### src/rtl/gpio_regs_pkg.sv
package gpio_regs_pkg;

  localparam int unsigned NUM_BANKS = 4;
  localparam int unsigned BANK_IDX_W = $clog2(NUM_BANKS);

  typedef enum logic [2:0] {
    KIND_NONE,
    KIND_LEVEL,
    KIND_DIR,
    KIND_SET,
    KIND_CLR,
    KIND_AF_LO,
    KIND_AF_HI
  } reg_kind_e;

  typedef struct packed {
    reg_kind_e             kind;
    logic [BANK_IDX_W-1:0] bank;
  } reg_sel_t;

endpackage

### src/rtl/gpio_rst_sync.sv
module gpio_rst_sync #(
  parameter int unsigned STAGES = 2
) (
  input  logic clk,
  input  logic arst_n,
  output logic rst_n_sync
);

  logic [STAGES-1:0] chain_q;

  always_ff @(posedge clk or negedge arst_n) begin
    if (!arst_n) chain_q <= '0;
    else         chain_q <= {chain_q[STAGES-2:0], 1'b1};
  end

  assign rst_n_sync = chain_q[STAGES-1];

endmodule

### src/rtl/gpio_addr_decode.sv
module gpio_addr_decode
  import gpio_regs_pkg::*;
#(
  parameter int unsigned ADDR_W = 12
) (
  input  logic [ADDR_W-1:0] addr,
  output reg_sel_t          sel
);

  localparam int unsigned WIN_W = 9;

  logic            in_window;
  logic [WIN_W-1:0] off;

  assign in_window = (addr >> WIN_W) == '0;
  assign off       = addr[WIN_W-1:0];

  always_comb begin
    sel.kind = KIND_NONE;
    sel.bank = '0;
    if (in_window) begin
      case (off)
        9'h000: begin sel.kind = KIND_LEVEL; sel.bank = 2'd0; end
        9'h004: begin sel.kind = KIND_LEVEL; sel.bank = 2'd1; end
        9'h008: begin sel.kind = KIND_LEVEL; sel.bank = 2'd2; end
        9'h100: begin sel.kind = KIND_LEVEL; sel.bank = 2'd3; end
        9'h00C: begin sel.kind = KIND_DIR;   sel.bank = 2'd0; end
        9'h010: begin sel.kind = KIND_DIR;   sel.bank = 2'd1; end
        9'h014: begin sel.kind = KIND_DIR;   sel.bank = 2'd2; end
        9'h10C: begin sel.kind = KIND_DIR;   sel.bank = 2'd3; end
        9'h018: begin sel.kind = KIND_SET;   sel.bank = 2'd0; end
        9'h01C: begin sel.kind = KIND_SET;   sel.bank = 2'd1; end
        9'h020: begin sel.kind = KIND_SET;   sel.bank = 2'd2; end
        9'h118: begin sel.kind = KIND_SET;   sel.bank = 2'd3; end
        9'h024: begin sel.kind = KIND_CLR;   sel.bank = 2'd0; end
        9'h028: begin sel.kind = KIND_CLR;   sel.bank = 2'd1; end
        9'h02C: begin sel.kind = KIND_CLR;   sel.bank = 2'd2; end
        9'h124: begin sel.kind = KIND_CLR;   sel.bank = 2'd3; end
        9'h054: begin sel.kind = KIND_AF_LO; sel.bank = 2'd0; end
        9'h05C: begin sel.kind = KIND_AF_LO; sel.bank = 2'd1; end
        9'h064: begin sel.kind = KIND_AF_LO; sel.bank = 2'd2; end
        9'h06C: begin sel.kind = KIND_AF_LO; sel.bank = 2'd3; end
        9'h058: begin sel.kind = KIND_AF_HI; sel.bank = 2'd0; end
        9'h060: begin sel.kind = KIND_AF_HI; sel.bank = 2'd1; end
        9'h068: begin sel.kind = KIND_AF_HI; sel.bank = 2'd2; end
        9'h070: begin sel.kind = KIND_AF_HI; sel.bank = 2'd3; end
        default: begin sel.kind = KIND_NONE; sel.bank = '0; end
      endcase
    end
  end

endmodule

### src/rtl/gpio_bank_regs.sv
module gpio_bank_regs
  import gpio_regs_pkg::*;
#(
  parameter int unsigned DATA_W = 32
) (
  input  logic              clk,
  input  logic              rst_n,
  input  logic              wr_hit,
  input  reg_kind_e         wr_kind,
  input  logic [DATA_W-1:0] wdata,
  input  logic [DATA_W-1:0] pin_s,
  output logic [DATA_W-1:0] dir_q,
  output logic [DATA_W-1:0] lat_q,
  output logic [DATA_W-1:0] af_lo_q,
  output logic [DATA_W-1:0] af_hi_q,
  output logic [DATA_W-1:0] set_sh_q,
  output logic [DATA_W-1:0] level
);

  logic [DATA_W-1:0] dir_d, lat_d, af_lo_d, af_hi_d, set_sh_d;
  logic              dir_en, lat_en, af_lo_en, af_hi_en, set_sh_en;

  // Next-state and clock enables
  always_comb begin
    dir_en    = wr_hit && (wr_kind == KIND_DIR);
    af_lo_en  = wr_hit && (wr_kind == KIND_AF_LO);
    af_hi_en  = wr_hit && (wr_kind == KIND_AF_HI);
    set_sh_en = wr_hit && (wr_kind == KIND_SET);
    lat_en    = wr_hit && ((wr_kind == KIND_SET) || (wr_kind == KIND_CLR));
    dir_d     = wdata;
    af_lo_d   = wdata;
    af_hi_d   = wdata;
    set_sh_d  = wdata;
    if (wr_kind == KIND_SET) lat_d = lat_q | wdata;
    else                     lat_d = lat_q & ~wdata;
  end

  always_ff @(posedge clk or negedge rst_n) begin
    if (!rst_n) begin
      dir_q    <= '0;
      lat_q    <= '0;
      af_lo_q  <= '0;
      af_hi_q  <= '0;
      set_sh_q <= '0;
    end else begin
      if (dir_en)    dir_q    <= dir_d;
      if (lat_en)    lat_q    <= lat_d;
      if (af_lo_en)  af_lo_q  <= af_lo_d;
      if (af_hi_en)  af_hi_q  <= af_hi_d;
      if (set_sh_en) set_sh_q <= set_sh_d;
    end
  end

  assign level = (lat_q & dir_q) | (pin_s & ~dir_q);

endmodule

### src/rtl/gpio_bank_file.sv
module gpio_bank_file
  import gpio_regs_pkg::*;
#(
  parameter int unsigned       DATA_W       = 32,
  parameter int unsigned       ADDR_W       = 12,
  parameter logic [DATA_W-1:0] CLR_RD_VALUE = 32'h0BAD_C1EA
) (
  input  logic                          clk,
  input  logic                          rst_n,
  input  logic                          wr_en,
  input  logic                          rd_en,
  input  logic [ADDR_W-1:0]             addr,
  input  logic [DATA_W-1:0]             wdata,
  output logic [DATA_W-1:0]             rdata,
  input  logic [NUM_BANKS*DATA_W-1:0]   pin_in,
  output logic [NUM_BANKS*DATA_W-1:0]   pin_oe,
  output logic [NUM_BANKS*DATA_W-1:0]   pin_out,
  output logic                          lvl_rd_pulse
);

  localparam int unsigned PINS = NUM_BANKS * DATA_W;

  logic              rst_n_s;
  reg_sel_t          sel;
  logic [PINS-1:0]   pin_s_q;
  logic [DATA_W-1:0] dir_w    [NUM_BANKS];
  logic [DATA_W-1:0] lat_w    [NUM_BANKS];
  logic [DATA_W-1:0] af_lo_w  [NUM_BANKS];
  logic [DATA_W-1:0] af_hi_w  [NUM_BANKS];
  logic [DATA_W-1:0] set_sh_w [NUM_BANKS];
  logic [DATA_W-1:0] level_w  [NUM_BANKS];
  logic [DATA_W-1:0] rdata_d;
  logic              pulse_d;

  gpio_rst_sync #(.STAGES(2)) u_rst (
    .clk       (clk),
    .arst_n    (rst_n),
    .rst_n_sync(rst_n_s)
  );

  gpio_addr_decode #(.ADDR_W(ADDR_W)) u_dec (
    .addr(addr),
    .sel (sel)
  );

  // Input sampling register
  always_ff @(posedge clk or negedge rst_n_s) begin
    if (!rst_n_s) pin_s_q <= '0;
    else          pin_s_q <= pin_in;
  end

  for (genvar b = 0; b < NUM_BANKS; b++) begin : g_bank
    logic bank_wr;
    assign bank_wr = wr_en && (sel.kind != KIND_NONE) && (sel.bank == BANK_IDX_W'(b));

    gpio_bank_regs #(.DATA_W(DATA_W)) u_bank (
      .clk     (clk),
      .rst_n   (rst_n_s),
      .wr_hit  (bank_wr),
      .wr_kind (sel.kind),
      .wdata   (wdata),
      .pin_s   (pin_s_q[b*DATA_W +: DATA_W]),
      .dir_q   (dir_w[b]),
      .lat_q   (lat_w[b]),
      .af_lo_q (af_lo_w[b]),
      .af_hi_q (af_hi_w[b]),
      .set_sh_q(set_sh_w[b]),
      .level   (level_w[b])
    );

    assign pin_oe [b*DATA_W +: DATA_W] = dir_w[b];
    assign pin_out[b*DATA_W +: DATA_W] = lat_w[b] & dir_w[b];
  end

  // Read-data selection
  always_comb begin
    case (sel.kind)
      KIND_LEVEL: rdata_d = level_w[sel.bank];
      KIND_DIR:   rdata_d = dir_w[sel.bank];
      KIND_SET:   rdata_d = set_sh_w[sel.bank];
      KIND_CLR:   rdata_d = CLR_RD_VALUE;
      KIND_AF_LO: rdata_d = af_lo_w[sel.bank];
      KIND_AF_HI: rdata_d = af_hi_w[sel.bank];
      default:    rdata_d = '0;
    endcase
    pulse_d = rd_en && (sel.kind == KIND_LEVEL);
  end

  always_ff @(posedge clk or negedge rst_n_s) begin
    if (!rst_n_s) begin
      rdata        <= '0;
      lvl_rd_pulse <= 1'b0;
    end else begin
      if (rd_en) rdata <= rdata_d;
      lvl_rd_pulse <= pulse_d;
    end
  end

endmodule

### config.mk
export PLATFORM = sky130hd
export DESIGN_NAME = gpio_bank_file
export DESIGN_NICKNAME = d
export VERILOG_FILES = /design/src/rtl/gpio_regs_pkg.sv /design/src/rtl/gpio_rst_sync.sv /design/src/rtl/gpio_addr_decode.sv /design/src/rtl/gpio_bank_regs.sv /design/src/rtl/gpio_bank_file.sv
export SDC_FILE = /design/constraint.sdc
export NUM_CORES = 2
export LEC_CHECK = 0
export BUFFER_PORTS_ARGS = -buffer_cell sky130_fd_sc_hd__buf_2
export CAP_MARGIN = 30
export CELL_PAD_IN_SITES_DETAIL_PLACEMENT = 1
export CELL_PAD_IN_SITES_GLOBAL_PLACEMENT = 1
export CORE_MARGIN = 2
export CORE_UTILIZATION = 25
export CTS_CLUSTER_DIAMETER = 30
export DETAILED_ROUTE_END_ITERATION = 6
export PLACE_DENSITY = 0.49
export RECOVER_POWER = 100
export SETUP_SLACK_MARGIN = 0.02
export SLEW_MARGIN = 20
export SYNTH_ARGS = -nofsm -noshare
export SYNTH_HDL_FRONTEND = slang
export SYNTH_SLANG_ARGS = --single-unit
### constraint.sdc
create_clock -name clk -period 33.7 [get_ports clk]
set_clock_uncertainty 0.05 [all_clocks]
set_input_delay 5.055 -clock clk [delete_from_list [all_inputs] [get_ports clk]]
set_output_delay 5.055 -clock clk [all_outputs]
set_load 0.02 [all_outputs]
==> metrics.md <==
| Metric | Value |
|---|---|
| Synth area leader | `dfrtp_1` |
| Pleak | `22.4 nW` |
| Worst slew margin | `-5.25` |
| Final setup fails | `0` |
| Post-synth top flop | `dfrtp_1` |
| PwrDens | `between 70 and 80 nW/um2` |
| Pre-antenna DRT Iters | `6` |
| Final WS setup | `16.37 ns` |
| Distinct cells, synth | `76` |
| Final core utilization | `0.338` |
| Cell mode on critical path | `clkbuf_1` |
| CTS Sinks | `803` |
| Min-Delay Path Class | `reg2async` |
| Longest Clk Path Bufs | `3` |
| Reg-to-Reg End | `g_bank[3].u_bank.af_hi_q[7]` |
| Worst-Skew Late Latency | `a little over 0.8 ns` |
| Worst Setup SP | `u_rst.chain_q[1]` |
| Delay-heaviest family, CP | `buffers and inverters` |
| Met2 routed WL | `71500 um` |
| Number of synthesized flops with an enable pin | `0` |
| Antenna viol nets, final | `0` |
| Fmax | `57.7 MHz` |
| Hpwl dp | `around 96000 um` |
| Min Hold Slack | `0.178 ns` |
| CTS tree | `built` |
| Die ar. | `147000 um2` |
| Metal-1 WL | `between 70000 and 80000 um` |
| Syn Area/Cell | `11.3 um2` |
| Crit path required time | `~34 ns` |
| Reg2reg setup slack | `16.37 ns` |
| Yosys synthesis warning count | `0` |
| Die Span Y | `383 um` |
| Row count | `approximately 140` |
| Levels on crit path | `6` |
| Drt via density | `4.97` |
| Final hold vios | `0` |
| Run status | `finished, violations left` |
| Fillers | `about 16k` |
| Highest metal used | `met5` |
| Total of max-cap violations | `46` |
| Buf/Inv on CP | `6` |
| Buffers on Ports | `464` |
| Area of the core | `~140000 um2` |
| WP data arrival | `17.58 ns` |
| Die W | `between 300 and 400 um` |
| Syn Nets | `3343` |
| Crit-path max FO | `166` |
| RSZ-0062 raised after global routing | `false` |
| Worst r2r path cells | `6` |
| Initial drt markers | `~1.7k` |
| Slowest library cell on the worst path | `clkbuf_1` |
| DRC | `0` |
| CP Class | `reg2async` |
| Post-layout nets | `around 3.9k` |
| Post-CTS Setup Bufs | `0` |
| Tmin final | `17.33 ns` |
| Clock-pin slew on the worst setup and hold paths | `about 0.050 ns` |
| Final Cycle Share | `0.514` |
| Antenna violations before repair | `12` |
| Final Wtd Congestion | `0.755` |
| Routed wl met3 | `roughly 8900 um` |
| Slowest stage delay, CP | `6.72 ns` |
| Nature of the critical path startpoint | `register` |
| Vias in the first global route | `about 30k` |
| Setup TNS Final | `0 ns` |
| Cells after DPL | `5360` |
| Resized cells post-CTS | `0` |
| First-pass GRT wire length | `225000 um` |
| Finished Layout Cells | `~5.8k` |
| Area contributors post-synth | `dfrtp_1 56%, mux2_2 12%, nand2_1 4.8%` |
| RR Startpoint | `u_rst.chain_q[1]` |
| I/O Pins | `465` |
| Max-slew violation count | `1767` |
| VDD IR max | `0.0413 mV` |
| Area delta synth->final | `35.0%` |
| Top-area cell type share of the netlist area | `0.560` |
| FF+latch count, synth | `803` |
| Overall Global Routing Usage | `0.210` |
| Starting Density | `0.251` |
| Aggregate global routing overflow | `0` |
| Failing checks | `capacitance limit, slew limit` |
| Commonest cells after routing, fill and taps aside | `803 x dfrtp_1, 455 x nand2_1, 380 x mux2_2` |
| Hold buffers post-CTS | `0` |
| Worst setup EP type | `async pin` |
| Root Buffer | `clkbuf_16` |
| Synth Cell Area | `approximately 36000 um2` |
| Layout cell share with drive strength beyond 1 | `0.280` |
| H-tree lvl count | `4` |
| Synth async-reset ratio | `1.00` |
| Pin count of the biggest net entering global routing | `167` |
| Vias | `28.9k` |
| Sequential share of the synthesized area | `0.560` |
| Cell count after synthesis | `3167` |
| Pre-CTS setup slack | `23.56 ns` |
| Most common cell after layout, fill and taps aside | `dfrtp_1` |
| Setup crit end | `g_bank[3].u_bank.af_hi_q[7]` |
| WL final | `156000 um` |
| Drt wl/cell | `around 27 um` |
| Crit-path cells | `clkbuf_1 > clkbuf_1 > clkbuf_1 > clkbuf_1 > clkbuf_1 > clkbuf_1` |
| TritonCTS Buffers | `240` |
| Worst Tran Pin Value | `approximately 9.4 ns` |
cell usage after synthesis (6+ instances only):
cell,count
a2111oi_0,13
a211o_1,8
a211oi_1,18
a21oi_1,196
a221o_1,18
a221oi_1,43
a22o_1,129
a22oi_1,8
a2bb2oi_1,17
a311oi_1,15
a31oi_1,12
and2_1,134
and3_1,9
buf_1,34
buf_2,87
buf_4,12
clkbuf_1,120
dfrtp_1,803
inv_1,98
mux2_1,30
mux2_2,380
mux2i_1,76
nand2_1,457
nor2_1,38
nor2b_1,37
nor3_1,42
nor4_1,16
nor4_2,6
o21ai_0,130
o221ai_1,23
o22a_1,14
o22ai_1,44
o32a_1,6
or4_1,6
per-layer routing:
layer	global-route usage	vias up
met1	0.294	15300
met2	0.330	911
met4	0.0561	2
li1	-	12500
met3	0.0433	210
met5	0	-
power breakdown:
| group | leakage, nW | internal (mW) | switching (mW) | total (mW) |
|---|---|---|---|---|
| clock network | 4.22 | 1.69 | 0.705 | 2.39 |
| logic | 7.71 | 0.0163 | 0.0585 | 0.0748 |
| registers | 10.5 | 0.977 | 0.00351 | 0.980 |
cell families (layout without fill, tap and decap cells):
logic type / Yosys count / in the layout / share of synthesized area
buffers and inverters: 352 / 1101 / 0.0413
AOI/OAI and AO/OA: 736 / 736 / 0.142
and+or+nand+nor: 785 / 785 / 0.106
other: 1 / 6 / 0.000104
xor gates and xnor gates: 4 / 4 / 0.000976
DFF: 803 / 803 / 0.560
muxes: 486 / 486 / 0.150
area by class of cell:
cell class	instances	area, um2	share of cell area
clock buffer	324	6850	0.141
antenna	5	12.5	0.000258
inverter	98	368	0.00759
sequential	803	20100	0.415
tap	1903	2380	0.0491
multi-input combinational	2012	14300	0.295
clock inverter	130	1900	0.0393
timing repair buffer	549	2530	0.0522
through the flow:
stage / power, mW / area [um2]
4_1_cts: 3.49 / 49200
3_3_place_gp: 1.07 / 40300
2_1_floorplan: 1.03 / 35900
5_1_grt: 3.56 / 48400
6_report: 3.45 / 48400
3_5_place_dp: 1.07 / 40400
worst min path at each step:
| stage | from | end | slack (ns) | cells past startpoint |
|---|---|---|---|---|
| after floorplan | u_rst.chain_q[0] | u_rst.chain_q[1] | 0.28 | 0 |
| after global placement | u_rst.chain_q[0] | u_rst.chain_q[1] | 0.28 | 0 |
| after detailed placement | u_rst.chain_q[0] | u_rst.chain_q[1] | 0.29 | 0 |
| after CTS | u_rst.chain_q[0] | u_rst.chain_q[1] | 0.31 | 0 |
| after global routing | u_rst.chain_q[1] | g_bank[3].u_bank.dir_q[13] | 0.24 | 0 |
| final | u_rst.chain_q[1] | g_bank[3].u_bank.dir_q[13] | 0.18 | 0 |
worst reg2reg max path, stage by stage (launching register included):
cell      delay (ns)
dfrtp_1         0.69
clkbuf_1        2.25
clkbuf_1        1.30
clkbuf_1        2.58
clkbuf_1        6.72
clkbuf_1        1.14
clkbuf_1        2.04
(Power assumes the default switching activity.)
